$ cat src/rtl/sw_state_pkg.sv
package sw_state_pkg;
    localparam int OFF_NAME_LEN = 'h00;
    localparam int OFF_NAME_PTR = 'h04;
    localparam int OFF_FLAGS    = 'h08;
    localparam int OFF_STATE    = 'h0C;
    localparam int OFF_IRQ_STAT = 'h10;
    localparam int OFF_IRQ_EN   = 'h14;

    typedef enum logic [1:0] {
        ST_IDLE_MASKED,
        ST_IDLE_ARMED,
        ST_PEND_MASKED,
        ST_PEND_ARMED
    } irq_st_e;

    typedef struct packed {
        logic rd_len;
        logic rd_flags;
        logic rd_state;
        logic rd_stat;
        logic wr_ptr;
        logic wr_state;
        logic wr_en;
        logic bad;
    } acc_sel_t;
endpackage

$ cat src/rtl/sw_bus_decode.sv
module sw_bus_decode
    import sw_state_pkg::*;
#(
    parameter int ADDR_W      = 12,
    parameter bit OUTPUT_MODE = 1'b1
) (
    input  logic              en,
    input  logic              we,
    input  logic [ADDR_W-1:0] addr,
    output acc_sel_t          sel
);
    always_comb begin
        sel = '0;
        if (en) begin
            if (!we) begin
                case (addr)
                    ADDR_W'(OFF_NAME_LEN): sel.rd_len   = 1'b1;
                    ADDR_W'(OFF_FLAGS):    sel.rd_flags = 1'b1;
                    ADDR_W'(OFF_STATE):    sel.rd_state = 1'b1;
                    ADDR_W'(OFF_IRQ_STAT): sel.rd_stat  = 1'b1;
                    default:               sel.bad      = 1'b1;
                endcase
            end else begin
                case (addr)
                    ADDR_W'(OFF_NAME_PTR): sel.wr_ptr = 1'b1;
                    ADDR_W'(OFF_STATE): begin
                        if (OUTPUT_MODE) sel.wr_state = 1'b1;
                        else             sel.bad      = 1'b1;
                    end
                    ADDR_W'(OFF_IRQ_EN):   sel.wr_en  = 1'b1;
                    default:               sel.bad    = 1'b1;
                endcase
            end
        end
    end
endmodule

$ cat src/rtl/sw_state_hold.sv
module sw_state_hold #(
    parameter int DATA_W = 32
) (
    input  logic              clk,
    input  logic              rst_n,
    input  logic              dev_load,
    input  logic [DATA_W-1:0] dev_state,
    input  logic              sw_wr,
    input  logic [DATA_W-1:0] hook_rdata,
    output logic [DATA_W-1:0] state_q,
    output logic              change
);
    always_comb begin
        if (dev_load)   change = 1'b1;
        else if (sw_wr) change = (hook_rdata != state_q);
        else            change = 1'b0;
    end

    always_ff @(posedge clk) begin
        if (!rst_n)        state_q <= '0;
        else if (dev_load) state_q <= dev_state;
        else if (sw_wr)    state_q <= hook_rdata;
    end
endmodule

$ cat src/rtl/sw_irq_fsm.sv
module sw_irq_fsm
    import sw_state_pkg::*;
(
    input  logic clk,
    input  logic rst_n,
    input  logic change,
    input  logic ack_rd,
    input  logic en_wr,
    input  logic en_val,
    output logic pending,
    output logic enable,
    output logic irq_o
);
    irq_st_e st_q, st_nxt;
    logic    cur_p, cur_e, nxt_p, nxt_e;

    always_ff @(posedge clk) begin
        if (!rst_n) st_q <= ST_IDLE_MASKED;
        else        st_q <= st_nxt;
    end

    always_comb begin
        unique case (st_q)
            ST_IDLE_MASKED: begin cur_p = 1'b0; cur_e = 1'b0; end
            ST_IDLE_ARMED:  begin cur_p = 1'b0; cur_e = 1'b1; end
            ST_PEND_MASKED: begin cur_p = 1'b1; cur_e = 1'b0; end
            ST_PEND_ARMED:  begin cur_p = 1'b1; cur_e = 1'b1; end
        endcase
        nxt_e = en_wr ? en_val : cur_e;
        nxt_p = change | (cur_p & ~(ack_rd & cur_e));
        unique case ({nxt_p, nxt_e})
            2'b00: st_nxt = ST_IDLE_MASKED;
            2'b01: st_nxt = ST_IDLE_ARMED;
            2'b10: st_nxt = ST_PEND_MASKED;
            2'b11: st_nxt = ST_PEND_ARMED;
        endcase
    end

    always_comb begin
        unique case (st_q)
            ST_IDLE_MASKED: begin pending = 1'b0; enable = 1'b0; irq_o = 1'b0; end
            ST_IDLE_ARMED:  begin pending = 1'b0; enable = 1'b1; irq_o = 1'b0; end
            ST_PEND_MASKED: begin pending = 1'b1; enable = 1'b0; irq_o = 1'b0; end
            ST_PEND_ARMED:  begin pending = 1'b1; enable = 1'b1; irq_o = 1'b1; end
        endcase
    end
endmodule

$ cat src/rtl/sw_state_regblk.sv
module sw_state_regblk
    import sw_state_pkg::*;
#(
    parameter int DATA_W      = 32,
    parameter int ADDR_W      = 12,
    parameter int NAME_LEN    = 11,
    parameter bit OUTPUT_MODE = 1'b1
) (
    input  logic              clk,
    input  logic              rst_n,
    input  logic              bus_en,
    input  logic              bus_we,
    input  logic [ADDR_W-1:0] bus_addr,
    input  logic [DATA_W-1:0] bus_wdata,
    output logic [DATA_W-1:0] bus_rdata,
    output logic              bus_rvalid,
    input  logic              dev_load,
    input  logic [DATA_W-1:0] dev_state,
    output logic              hook_wr,
    output logic [DATA_W-1:0] hook_wdata,
    input  logic [DATA_W-1:0] hook_rdata,
    output logic              irq,
    output logic              err
);
    acc_sel_t          sel;
    logic [DATA_W-1:0] state_q;
    logic              change, pending, enable, irq_w;
    logic [DATA_W-1:0] rd_mux;
    logic              err_q;

    sw_bus_decode #(.ADDR_W(ADDR_W), .OUTPUT_MODE(OUTPUT_MODE)) u_dec (
        .en(bus_en), .we(bus_we), .addr(bus_addr), .sel(sel)
    );

    sw_state_hold #(.DATA_W(DATA_W)) u_hold (
        .clk(clk), .rst_n(rst_n), .dev_load(dev_load), .dev_state(dev_state),
        .sw_wr(sel.wr_state), .hook_rdata(hook_rdata),
        .state_q(state_q), .change(change)
    );

    sw_irq_fsm u_fsm (
        .clk(clk), .rst_n(rst_n), .change(change), .ack_rd(sel.rd_stat),
        .en_wr(sel.wr_en), .en_val(bus_wdata[0]),
        .pending(pending), .enable(enable), .irq_o(irq_w)
    );

    always_comb begin
        rd_mux = '0;
        if (sel.rd_len)   rd_mux = DATA_W'(NAME_LEN);
        if (sel.rd_flags) rd_mux = DATA_W'(OUTPUT_MODE);
        if (sel.rd_state) rd_mux = state_q;
        if (sel.rd_stat)  rd_mux = DATA_W'(irq_w);
    end

    always_ff @(posedge clk) begin
        if (!rst_n) begin
            bus_rdata  <= '0;
            bus_rvalid <= 1'b0;
            err_q      <= 1'b0;
        end else begin
            bus_rvalid <= bus_en & ~bus_we;
            if (bus_en & ~bus_we) bus_rdata <= rd_mux;
            err_q <= err_q | sel.bad;
        end
    end

    assign hook_wr    = sel.wr_state;
    assign hook_wdata = bus_wdata;
    assign irq        = irq_w;
    assign err        = err_q;
endmodule

$ cat config.mk
export PLATFORM = sky130hd
export DESIGN_NAME = sw_state_regblk
export DESIGN_NICKNAME = d
export VERILOG_FILES = /design/src/rtl/sw_state_pkg.sv /design/src/rtl/sw_bus_decode.sv /design/src/rtl/sw_state_hold.sv /design/src/rtl/sw_irq_fsm.sv /design/src/rtl/sw_state_regblk.sv
export SDC_FILE = /design/constraint.sdc
export NUM_CORES = 1
export LEC_CHECK = 0
export BUFFER_PORTS_ARGS = -buffer_cell sky130_fd_sc_hd__buf_4
export CORE_UTILIZATION = 45
export DETAILED_ROUTE_END_ITERATION = 7
export PLACE_DENSITY = 0.79
export SLEW_MARGIN = 0
export SYNTH_ARGS = -nofsm -noshare
export SYNTH_HDL_FRONTEND = slang
export SYNTH_SLANG_ARGS = --single-unit
$ cat constraint.sdc
create_clock -name clk -period 2.1 [get_ports clk]
set_clock_uncertainty 0.1 [all_clocks]
set_input_delay 0.21 -clock clk [delete_from_list [all_inputs] [get_ports clk]]
set_output_delay 0.21 -clock clk [all_outputs]
set_load 0.1 [all_outputs]
==> results.toml <==
[die]
core_um2 = 6910
die_h_um = 87.2
io_pins = 181
dieArea_um2 = 7600
start_util_pct = 47.3
num_rows = 30
die-width_um = 87.2

[cells_and_area]
final_cell_mix = "buf_4, dfxtp_1, o21ai_0, a21oi_1"
final_layout_size_suffix_gt1_share_pct = 34.1
nFillCells = 621
nNetsFinal = 536
utilization_pct = 60.9
num_antenna_cells = 0
area_growth_pct = 28.7
final_common_cell = "buf_4"
final_cells = 524

[worst_setup_path]
cpMaxStageDelayCell = "or4_4"
crit_path_start = "bus_addr[4]"
slowest_delay_ns = 0.43
crit_path_end_kind = "output pin"
crit_chain = "buf_4 > nand4bb_1 > or4_4 > nor3_4 > buf_12 > buf_4"
timing.rr.start = "u_hold.state_q[28]$_SDFFE_PN0P_"
worstPathMaxFanout = 9
path_class = "in2out"
start_kind = "primary input"
arrival_ns = 1.63
required_ns = 1.79
crit_top_cell = "buf_4"

[drt]
viasPerCell = 5.27
vias = 2762
dr.pass1.iters = 4
drt-wirelength-per-cell_um = 15.6
drt_wl_total_um = 8180
drc_errors = 0
drtIter0Drc = 91
ant_nets = 0

[yosys]
synth_top_family_by_area = "compound AO/OA/AOI/OAI gates"
synth_adder_area_share_pct = 0
netlist_area_um2 = 3270
synth_compound_area_share_pct = 20.0
synth_cells = 336
syn-num-nets = 449
postSynthAreaPerCell_um2 = 9.72
yosys_warnings = 0
yosys.area_share.simple_pct = 8.31
synthMuxAreaShare_pct = 10.1
synth_xor_area_share_pct = 8.85
ys_ff_latch = 68
synth.distinct_cells = 31
ys_seq_area_share_pct = 41.7

[run_status]
status = "finished clean"

[cts]
path_clk_slew_ns = 0.07
hold_buffers = 0
cts_resized = 0
cts_sinks = 68
numCtsBuffers = 9
cts_tree = "yes"
htreeDepth = 3
root_buffer = "clkbuf_8"
cts_setup_buffers = 0
clk_latency_ns = 0.33
cts_max_path_buffers = 2

[global_route]
globalRoute.busiestLayer = "met2"
use_met2_pct = 35.4
grt_pass1_vias = 2650
grt_max_degree = 39
grt-ovfl-total = 0
antenna_found_initial = 0
grt_pass1_wl_um = 12600
grt_usage_pct = 21.7
grtUsageMet3_pct = 4.27
met1_usage_pct = 28.0

[placed_design]
placed_cells = 508
dp_hpwl_um = 6160
port-buffer-count = 118
routabilityCongestion = 0.825

[sta]
period_minus_slack_ns = 1.94
maxSlewHeadroom_pct = 74.4
hold_ws_ns = 0.0397
tightestPinTransition_ns = 0.380
rsz0062_at_grt = "false"
slew_violations = 0
setup_tns_ns = 0
hold_viol_final = 0
max_freq_ghz = 0.517
setup_viol = 0
period_share_pct = 92.2

[pwr]
leakage_uw = 0.00179
ir_drop_uv = 377
p_int_uw = 2100
p_clk_share_pct = 37.7
switchingPower_uw = 709
p_per_area_nw_per_um2 = 668
pwr-share-seq_pct = 49.1
p_sw_share_pct = 25.2
pwr-share-comb_pct = 13.2

[min_path]
hold_start = "bus_wdata[0]"
hold_class = "in2reg"

[run]
max-cap-violations = 0
final timing paths:
| kind | to | slack, ns | cells after the start |
|---|---|---|---|
| max | hook_wr | 0.16 | 6 |
| min | u_fsm.st_q[0]$_SDFF_PN0_ | 0.04 | 3 |
| max reg2reg | u_fsm.st_q[1]$_SDFF_PN0_ | 0.51 | 5 |
| min reg2reg | bus_rdata[17]$_SDFFE_PN0P_ | 0.38 | 1 |
synth_stat cells:
library cell / count / share of area [%]
dfxtp_1: 68 / 42
a21oi_1: 35 / 5.4
o21ai_0: 35 / 5.4
buf_4: 34 / 7.8
mux2i_1: 33 / 10
xor2_1: 33 / 8.9
a22o_1: 29 / 7.8
clkbuf_1: 13 / 1.5
nor4_1: 9 / 1.7
nand2_1: 6 / 0.69
nor2_1: 5 / 0.57
and2_1: 4 / 0.77
buf_8: 3 / 1.4
nand4_1: 3 / 0.57
nor2b_1: 3 / 0.57
o2111ai_1: 3 / 0.80
a21boi_0: 2 / 0.46
nand2b_1: 2 / 0.38
nand3_1: 2 / 0.31
nor3_1: 2 / 0.31
or4_4: 2 / 0.69
buf_2: 1 / 0.15
clkinv_1: 1 / 0.11
inv_1: 1 / 0.11
nand3b_1: 1 / 0.23
nand4bb_1: 1 / 0.34
nor3_4: 1 / 0.50
o22ai_1: 1 / 0.19
or2_2: 1 / 0.19
or2b_2: 1 / 0.27
or3_1: 1 / 0.19
metal layers:
metal	routed length, um	vias up
met4	118	0
met2	3910	99
met3	530	15
met5	0	-
li1	-	1360
met1	3620	1288
metrics by stage:
step | setup WS (ns) | power (uW) | cell area (um2)
after floorplan | 0.150 | 1860 | 3270
after global placement | 0.104 | 1770 | 4010
after detailed placement | 0.0713 | 1780 | 4010
after CTS | 0.158 | 2830 | 4200
after global routing | 0.0795 | 2940 | 4200
final | 0.164 | 2810 | 4200
power by group through the flow:
stage                     sequential, uW  combinational, uW  clock (uW)
final                               1380                372        1060
after CTS                           1380                374        1080
after global placement              1400                365           0
after global routing                1380                406        1150
after detailed placement            1410                372           0
after floorplan                     1420                441           0
state kept, by name, indices dropped and copies added (netlist names):
signal and count:
u_hold.state_q 32, err 1, u_fsm.st_q 2, bus_rvalid 1, bus_rdata 32
area by class of cell:
cell class                 instances  area [um2]  share of cell area [%]
sequential                        68        1360                    32.4
tap                               96         120                    2.86
clock buffer                      12         145                    3.45
timing repair buffer             127         978                    23.3
inverter                           2        7.51                   0.179
clock inverter                     4        48.8                    1.16
multi-input combinational        215        1540                    36.7
critical path: cells and delay by family:
| kind | cells | cell delay [ns] |
|---|---|---|
| buffers and inverters | 3 | 0.59 |
| AND/OR/NAND/NOR | 3 | 0.80 |
logic make-up after synthesis:
group | count (synthesis)
and+or+nand+nor | 44
DFF | 68
xor gates and xnor gates | 33
AOI/OAI and AO/OA | 105
buffers and inverters | 53
muxes | 33
(Power assumes the default switching activity.)
